<file path="config.mk">
export PLATFORM = sky130hd
export DESIGN_NAME = wordshift_uart_tx
export DESIGN_NICKNAME = d
export VERILOG_FILES = /design/src/rtl/wsu_pkg.sv /design/src/rtl/wsu_fifo.sv /design/src/rtl/wsu_shifter.sv /design/src/rtl/wordshift_uart_tx.sv
export SDC_FILE = /design/constraint.sdc
export NUM_CORES = 1
export LEC_CHECK = 0
export BUFFER_PORTS_ARGS = -buffer_cell sky130_fd_sc_hd__buf_2
export CELL_PAD_IN_SITES_DETAIL_PLACEMENT = 1
export CELL_PAD_IN_SITES_GLOBAL_PLACEMENT = 1
export CORE_MARGIN = 1
export CORE_UTILIZATION = 55
export DETAILED_ROUTE_END_ITERATION = 10
export PLACE_DENSITY_LB_ADDON = 0.1
export REMOVE_ABC_BUFFERS = 1
export SLEW_MARGIN = 10
export SYNTH_ARGS = -nofsm -noshare
export SYNTH_HDL_FRONTEND = slang
export SYNTH_SLANG_ARGS = --single-unit
</file>
<file path="constraint.sdc">
create_clock -name clk -period 8 [get_ports clk]
set_input_delay 0.8 -clock clk [delete_from_list [all_inputs] [get_ports clk]]
set_output_delay 0.8 -clock clk [all_outputs]
set_load 0.02 [all_outputs]
</file>
<file path="src/rtl/wsu_pkg.sv">
package wsu_pkg;
    localparam int CHAR_MAX = 8;
    localparam int FRAME_W  = CHAR_MAX + 3;
    localparam int LEN_W    = $clog2(FRAME_W + 1);

    typedef enum logic [1:0] {CS5 = 2'b00, CS6 = 2'b01, CS7 = 2'b10, CS8 = 2'b11} char_size_e;

    typedef struct packed {
        char_size_e size;
        logic       two_stop;
    } fmt_t;

    typedef struct packed {
        logic [LEN_W-1:0]   len;
        logic [FRAME_W-1:0] bits;
    } tx_word_t;

    typedef enum logic [1:0] {TX_OFF, TX_RUN, TX_DRAIN} tx_state_e;

    function automatic int unsigned char_bits(char_size_e s);
        return 5 + int'(s);
    endfunction

    function automatic logic [LEN_W-1:0] word_len(fmt_t f);
        return LEN_W'(char_bits(f.size) + 2 + (f.two_stop ? 1 : 0));
    endfunction

    // shift left, keep the data field, OR in stop ones
    function automatic logic [FRAME_W-1:0] frame_word(logic [CHAR_MAX-1:0] ch, fmt_t f);
        logic [FRAME_W-1:0] dmask;
        logic [FRAME_W-1:0] smask;
        int unsigned        n;
        n     = char_bits(f.size);
        dmask = ((FRAME_W'(1) << n) - FRAME_W'(1)) << 1;
        smask = FRAME_W'(1) << (n + 1);
        if (f.two_stop) smask = smask | (FRAME_W'(1) << (n + 2));
        return ((FRAME_W'(ch) << 1) & dmask) | smask;
    endfunction
endpackage

</file>
<file path="src/rtl/wsu_fifo.sv">
module wsu_fifo
    import wsu_pkg::*;
#(
    parameter int DEPTH = 8
) (
    input  logic     clk,
    input  logic     rst,
    input  logic     push,
    input  tx_word_t din,
    input  logic     pop,
    output tx_word_t dout,
    output logic     empty,
    output logic     full
);
    localparam int AW = (DEPTH > 1) ? $clog2(DEPTH) : 1;
    localparam int CW = $clog2(DEPTH + 1);

    tx_word_t        mem [DEPTH];
    logic [AW-1:0]   wr_ptr, rd_ptr;
    logic [CW-1:0]   count;

    function automatic logic [AW-1:0] next_ptr(logic [AW-1:0] p);
        return (p == AW'(DEPTH - 1)) ? '0 : p + AW'(1);
    endfunction

    always_ff @(posedge clk) begin
        if (push) mem[wr_ptr] <= din;
    end

    always_ff @(posedge clk) begin
        if (rst) begin
            wr_ptr <= '0;
            rd_ptr <= '0;
            count  <= '0;
        end else begin
            if (push) wr_ptr <= next_ptr(wr_ptr);
            if (pop)  rd_ptr <= next_ptr(rd_ptr);
            if (push && !pop)      count <= count + CW'(1);
            else if (pop && !push) count <= count - CW'(1);
        end
    end

    assign dout  = mem[rd_ptr];
    assign empty = (count == '0);
    assign full  = (count == CW'(DEPTH));

    assert_full_holds_R5: assert property (@(posedge clk) disable iff (rst)
        full && !pop |=> full);
    assert_pop_nonempty_R11: assert property (@(posedge clk) disable iff (rst)
        pop |-> !empty);
endmodule

</file>
<file path="src/rtl/wsu_shifter.sv">
module wsu_shifter
    import wsu_pkg::*;
#(
    parameter int DIV_W = 12
) (
    input  logic               clk,
    input  logic               rst,
    input  logic               load,
    input  tx_word_t           word,
    input  logic [DIV_W-1:0]   div,
    output logic               busy,
    output logic               ser_out
);
    logic [FRAME_W-1:0] sh_word;
    logic [LEN_W-1:0]   left;
    logic [DIV_W:0]     baud_cnt;
    logic [DIV_W:0]     limit;

    assign limit = {div, 1'b1};

    always_ff @(posedge clk) begin
        if (rst) begin
            busy     <= 1'b0;
            sh_word  <= '1;
            left     <= '0;
            baud_cnt <= '0;
        end else if (!busy) begin
            if (load) begin
                sh_word  <= word.bits;
                left     <= word.len;
                baud_cnt <= '0;
                busy     <= 1'b1;
            end
        end else if (baud_cnt == limit) begin
            baud_cnt <= '0;
            sh_word  <= {1'b1, sh_word[FRAME_W-1:1]};
            if (left == LEN_W'(1)) busy <= 1'b0;
            else                   left <= left - LEN_W'(1);
        end else begin
            baud_cnt <= baud_cnt + 1'b1;
        end
    end

    assign ser_out = busy ? sh_word[0] : 1'b1;

    assert_bit_hold_R4: assert property (@(posedge clk) disable iff (rst)
        busy && (baud_cnt != limit) |=> $stable(sh_word));
endmodule

</file>
<file path="src/rtl/wordshift_uart_tx.sv">
module wordshift_uart_tx
    import wsu_pkg::*;
#(
    parameter int FIFO_DEPTH = 8,
    parameter int DIV_W      = 12,
    parameter int RESET_DIV  = 3
) (
    input  logic             clk,
    input  logic             rst,
    input  logic             cfg_we,
    input  logic [1:0]       cfg_size,
    input  logic             cfg_two_stop,
    input  logic [DIV_W-1:0] cfg_div,
    input  logic             tx_en,
    input  logic             in_valid,
    input  logic [7:0]       in_data,
    output logic             in_ready,
    output logic             ser_out,
    output logic             tx_on,
    output logic             fifo_full,
    output logic             hold_empty,
    output logic             overflow
);
    localparam logic [1:0] PRIME_WORDS = 2'd2;

    fmt_t             fmt_q;
    logic [DIV_W-1:0] div_q;
    tx_state_e        st, st_n;
    logic [1:0]       prime_q, prime_n;
    logic             ovf_q;

    logic             push, pop, load, sh_busy, q_empty, q_full, cfg_ok;
    tx_word_t         q_in, q_out, load_word, filler;

    assign cfg_ok = cfg_we && (st == TX_OFF);
    assign push   = in_valid && !q_full;
    assign q_in   = '{len: word_len(fmt_q), bits: frame_word(in_data, fmt_q)};
    assign filler = '{len: word_len(fmt_q), bits: '1};

    always_comb begin
        st_n      = st;
        prime_n   = prime_q;
        load      = 1'b0;
        pop       = 1'b0;
        load_word = filler;
        case (st)
            TX_OFF: begin
                if (cfg_ok)     prime_n = PRIME_WORDS;
                if (tx_en)      st_n = TX_RUN;
            end
            TX_RUN: begin
                if (!sh_busy) begin
                    if (!tx_en) begin
                        load = 1'b1;
                        st_n = TX_DRAIN;
                    end else if (prime_q != 2'd0) begin
                        load    = 1'b1;
                        prime_n = prime_q - 2'd1;
                    end else if (!q_empty) begin
                        load      = 1'b1;
                        pop       = 1'b1;
                        load_word = q_out;
                    end
                end
            end
            TX_DRAIN: begin
                if (!sh_busy) st_n = TX_OFF;
            end
            default: st_n = TX_OFF;
        endcase
    end

    always_ff @(posedge clk) begin
        if (rst) begin
            st      <= TX_OFF;
            prime_q <= PRIME_WORDS;
            fmt_q   <= '{size: CS8, two_stop: 1'b0};
            div_q   <= DIV_W'(RESET_DIV);
            ovf_q   <= 1'b0;
        end else begin
            st      <= st_n;
            prime_q <= prime_n;
            if (cfg_ok) begin
                fmt_q <= '{size: char_size_e'(cfg_size), two_stop: cfg_two_stop};
                div_q <= cfg_div;
            end
            if (in_valid && q_full) ovf_q <= 1'b1;
        end
    end

    wsu_fifo #(.DEPTH(FIFO_DEPTH)) u_fifo (
        .clk   (clk),
        .rst   (rst),
        .push  (push),
        .din   (q_in),
        .pop   (pop),
        .dout  (q_out),
        .empty (q_empty),
        .full  (q_full)
    );

    wsu_shifter #(.DIV_W(DIV_W)) u_shift (
        .clk     (clk),
        .rst     (rst),
        .load    (load),
        .word    (load_word),
        .div     (div_q),
        .busy    (sh_busy),
        .ser_out (ser_out)
    );

    assign in_ready   = !q_full;
    assign fifo_full  = q_full;
    assign hold_empty = q_empty;
    assign overflow   = ovf_q;
    assign tx_on      = (st != TX_OFF);

    assert_cfg_locked_R10: assert property (@(posedge clk) disable iff (rst)
        (st != TX_OFF) |=> ($stable(fmt_q) && $stable(div_q)));
    assert_off_line_high_R7: assert property (@(posedge clk) disable iff (rst)
        (st == TX_OFF) |-> (ser_out && !sh_busy));
    assert_overflow_sticky_R6: assert property (@(posedge clk) disable iff (rst)
        ovf_q |=> ovf_q);
    assert_drop_sets_flag_R6: assert property (@(posedge clk) disable iff (rst)
        (in_valid && q_full) |=> ovf_q);
endmodule

</file>
==> results.py <==
metrics = {
    "status": {
        "status": "finished, final reports clean",
    },
    "worst_setup_path": {
        "path_delay_family": "simple AND/OR/NAND/NOR gates",
        "path_class": "reg -> reg",
        "reg2reg_slack_ps": 4580,
        "cp_max_fo": 18,
        "path_cells": "inv_1, ha_1, nand2_1, or4_1, ha_1, inv_1, ha_1, a21o_1, a21oi_1, xnor2_1, or3_1, a21oi_1",
        "path_buf_inv": 2,
        "cp-end-kind": "register",
        "crit_top_cell": "ha_1",
        "cpMaxStageDelayCell": "or4_1",
        "arrival_ps": 3800,
        "critPathLaunchType": "register",
        "crit_required_ps": 8370,
        "slowest_delay_ps": 900,
    },
    "synthesis": {
        "synth_area_um2": 8000,
        "synth_top_area_share_pct": 45.1,
        "syn_inst": 603,
        "ys_seq_area_share_pct": 60.6,
        "ys_top_cells_by_area": "edfxtp_1 (45%), dfxtp_1 (16%), mux4_2 (7.9%)",
        "synth-edff-count": 120,
        "async_flop_share_pct": 0,
        "ys_seq_elements": 182,
        "ys_types": 59,
        "syn_avg_cell_area_um2": 13.3,
        "yosysMostFrequentCell": "edfxtp_1",
        "yosysTopAreaCell": "edfxtp_1",
        "ys.flop_type": "edfxtp_1",
        "ys_warn_count": 0,
        "synthTopCellsByCount": "edfxtp_1 (120), nand2_1 (67), dfxtp_1 (62)",
    },
    "routing": {
        "dr.pass1.iters": 4,
        "drt-wirelength-per-cell_um": 23.8,
        "vias": 5119,
        "drtIter0Drc": 443,
        "via_per_inst": 6.21,
        "ant_nets": 0,
        "totalWireLength_mm": 19.7,
        "route.detailed.drc": 0,
    },
    "pwr": {
        "peakVddDrop_mv": 0.165,
        "power.leakage_nw": 3.07,
        "p_total_w": 0.00218,
        "p_per_area_nw_per_um2": 245,
    },
    "place": {
        "dp.cells": 792,
        "portBuffers": 33,
        "hpwl_mm": 12.7,
        "gp_congestion": 0.816,
    },
    "die": {
        "die_area_um2": 15000,
        "die_w_um": 123,
        "initial_core_util_pct": 57.0,
        "core_um2": 14000,
        "die_y_um": 123,
        "placementRows": 43,
        "io_pins": 34,
    },
    "global_route": {
        "grt_max_degree": 51,
        "antenna_found_initial": 0,
        "grt.total_usage_pct": 28.8,
        "grt_first_pass_wirelength_mm": 30.6,
        "grt.overflow.total": 0,
        "grt_pass1_vias": 5372,
    },
    "cts": {
        "insertion_delay_ps": 450,
        "cts_inserted_buffers": 17,
        "root_buffer": "clkbuf_16",
        "cts_setup_buffers": 0,
        "path_clk_slew_ps": 80,
        "cts_tree": "built",
        "cts_hold_buf": 0,
        "clockBufferDepth": 2,
        "clock_sinks": 182,
        "htreeDepth": 4,
        "cts_resized": 0,
    },
    "timing": {
        "max_freq_mhz": 292,
        "finalCritPeriodShare_pct": 42.8,
        "clock_skew_ps": 18.6,
        "tightest_slew_ps": 1120,
        "setup_viol": 0,
        "rsz0062_at_grt": "no",
        "finalHoldViolCount": 0,
        "max-slew-margin-rel_pct": 25.1,
        "min_period_ps": 3420,
        "finalSetupTns_ps": 0,
        "finalMaxSlewViolations": 0,
    },
    "job": {
        "drv_cap": 0,
    },
    "min_path": {
        "min_path_type": "reg -> reg",
    },
    "cells_and_area": {
        "nets": 685,
        "drive_gt1_share_pct": 20.8,
        "area_growth_pct": 11.4,
        "final_cells": 824,
        "diodes": 0,
    },
}
## where the power goes
group	total, W	switching (W)	internal (W)
registers	0.00110	0.0000402	0.00106
logic	0.000265	0.000165	0.000100
clock network	0.000814	0.000376	0.000438
## layer usage
layer | GRT usage [%] | up-vias | share of wire (%)
met5 | 0 | - | 0
met4 | 9.98 | 0 | 1.7
met3 | 5.95 | 25 | 4.6
met2 | 47.1 | 124 | 51
met1 | 38.2 | 2640 | 43
li1 | - | 2330 | -
## stage by stage
step / cell area, um2 / worst slack (ps) / hold WS (ps) / util [%]
5_1_grt: 8910 / 4420 / 495 / 63.5
3_3_place_gp: 8340 / 4500 / 448 / 59.4
3_5_place_dp: 8340 / 4290 / 467 / 59.4
4_1_cts: 8910 / 4590 / 478 / 63.4
2_1_floorplan: 7840 / 4880 / 434 / -
6_report: 8910 / 4580 / 476 / 63.5
## state kept, by name (all words and copies together), names as in the netlist, named ones only
name,cells
div_q,12
fmt_q,3
overflow,1
prime_q,2
st,2
u_fifo.count,4
u_fifo.mem,120
u_fifo.rd_ptr,3
u_fifo.wr_ptr,3
u_shift.baud_cnt,13
u_shift.busy,1
u_shift.left,4
u_shift.sh_word,11
## path summary, 6_finish.rpt
path | to | cells past startpoint | from
setup reg to reg | u_fifo.count[3] | 12 | prime_q[0]
setup / recovery | u_fifo.count[3] | 12 | prime_q[0]
hold / removal | div_q[7] | 2 | div_q[7]
hold reg to reg | div_q[7] | 2 | div_q[7]
## final cells by class
type / count / area (um2)
Clock buffer: 18 / 429
Clock inverter: 14 / 138
Fill cell: 1336 / 5130
Inverter: 21 / 78.8
Multi-Input combinational cell: 369 / 2980
Sequential cell: 182 / 4850
Tap cell: 180 / 225
Timing Repair Buffer: 40 / 218
## layout by cell type, fill, tap and decap left out, drive strengths merged, types with 15 or more instances in the layout
| master | synthesis | final |
|---|---|---|
| a21oi | 23 | 23 |
| a31oi | 15 | 15 |
| buf | 18 | 40 |
| clkbuf | 14 | 18 |
| dfxtp | 62 | 62 |
| edfxtp | 120 | 120 |
| ha | 25 | 25 |
| inv | 21 | 29 |
| mux4 | 28 | 28 |
| nand2 | 67 | 67 |
| nand3 | 15 | 15 |
| nor2 | 25 | 25 |
| o21ai | 25 | 25 |
| xnor2 | 15 | 15 |
## logic make-up (layout without fill, tap and decap cells)
family          Yosys count  after routing  share of synthesized area [%]
other cells               1              2                         0.0469
fa+ha+maj                26             26                           4.16
flops                   182            182                           60.6
buf+inv                  53             93                           3.00
simple gates            163            163                           9.93
xor+xnor                 21             21                           2.49
mux                      51             51                           11.0
compound gates          106            106                           8.81
## tightest hold or removal path: stages (launching register included)
cell	delay (ps)
dfxtp_1	320
nand2_1	60
a21oi_1	50
(Power assumes the default switching activity.)
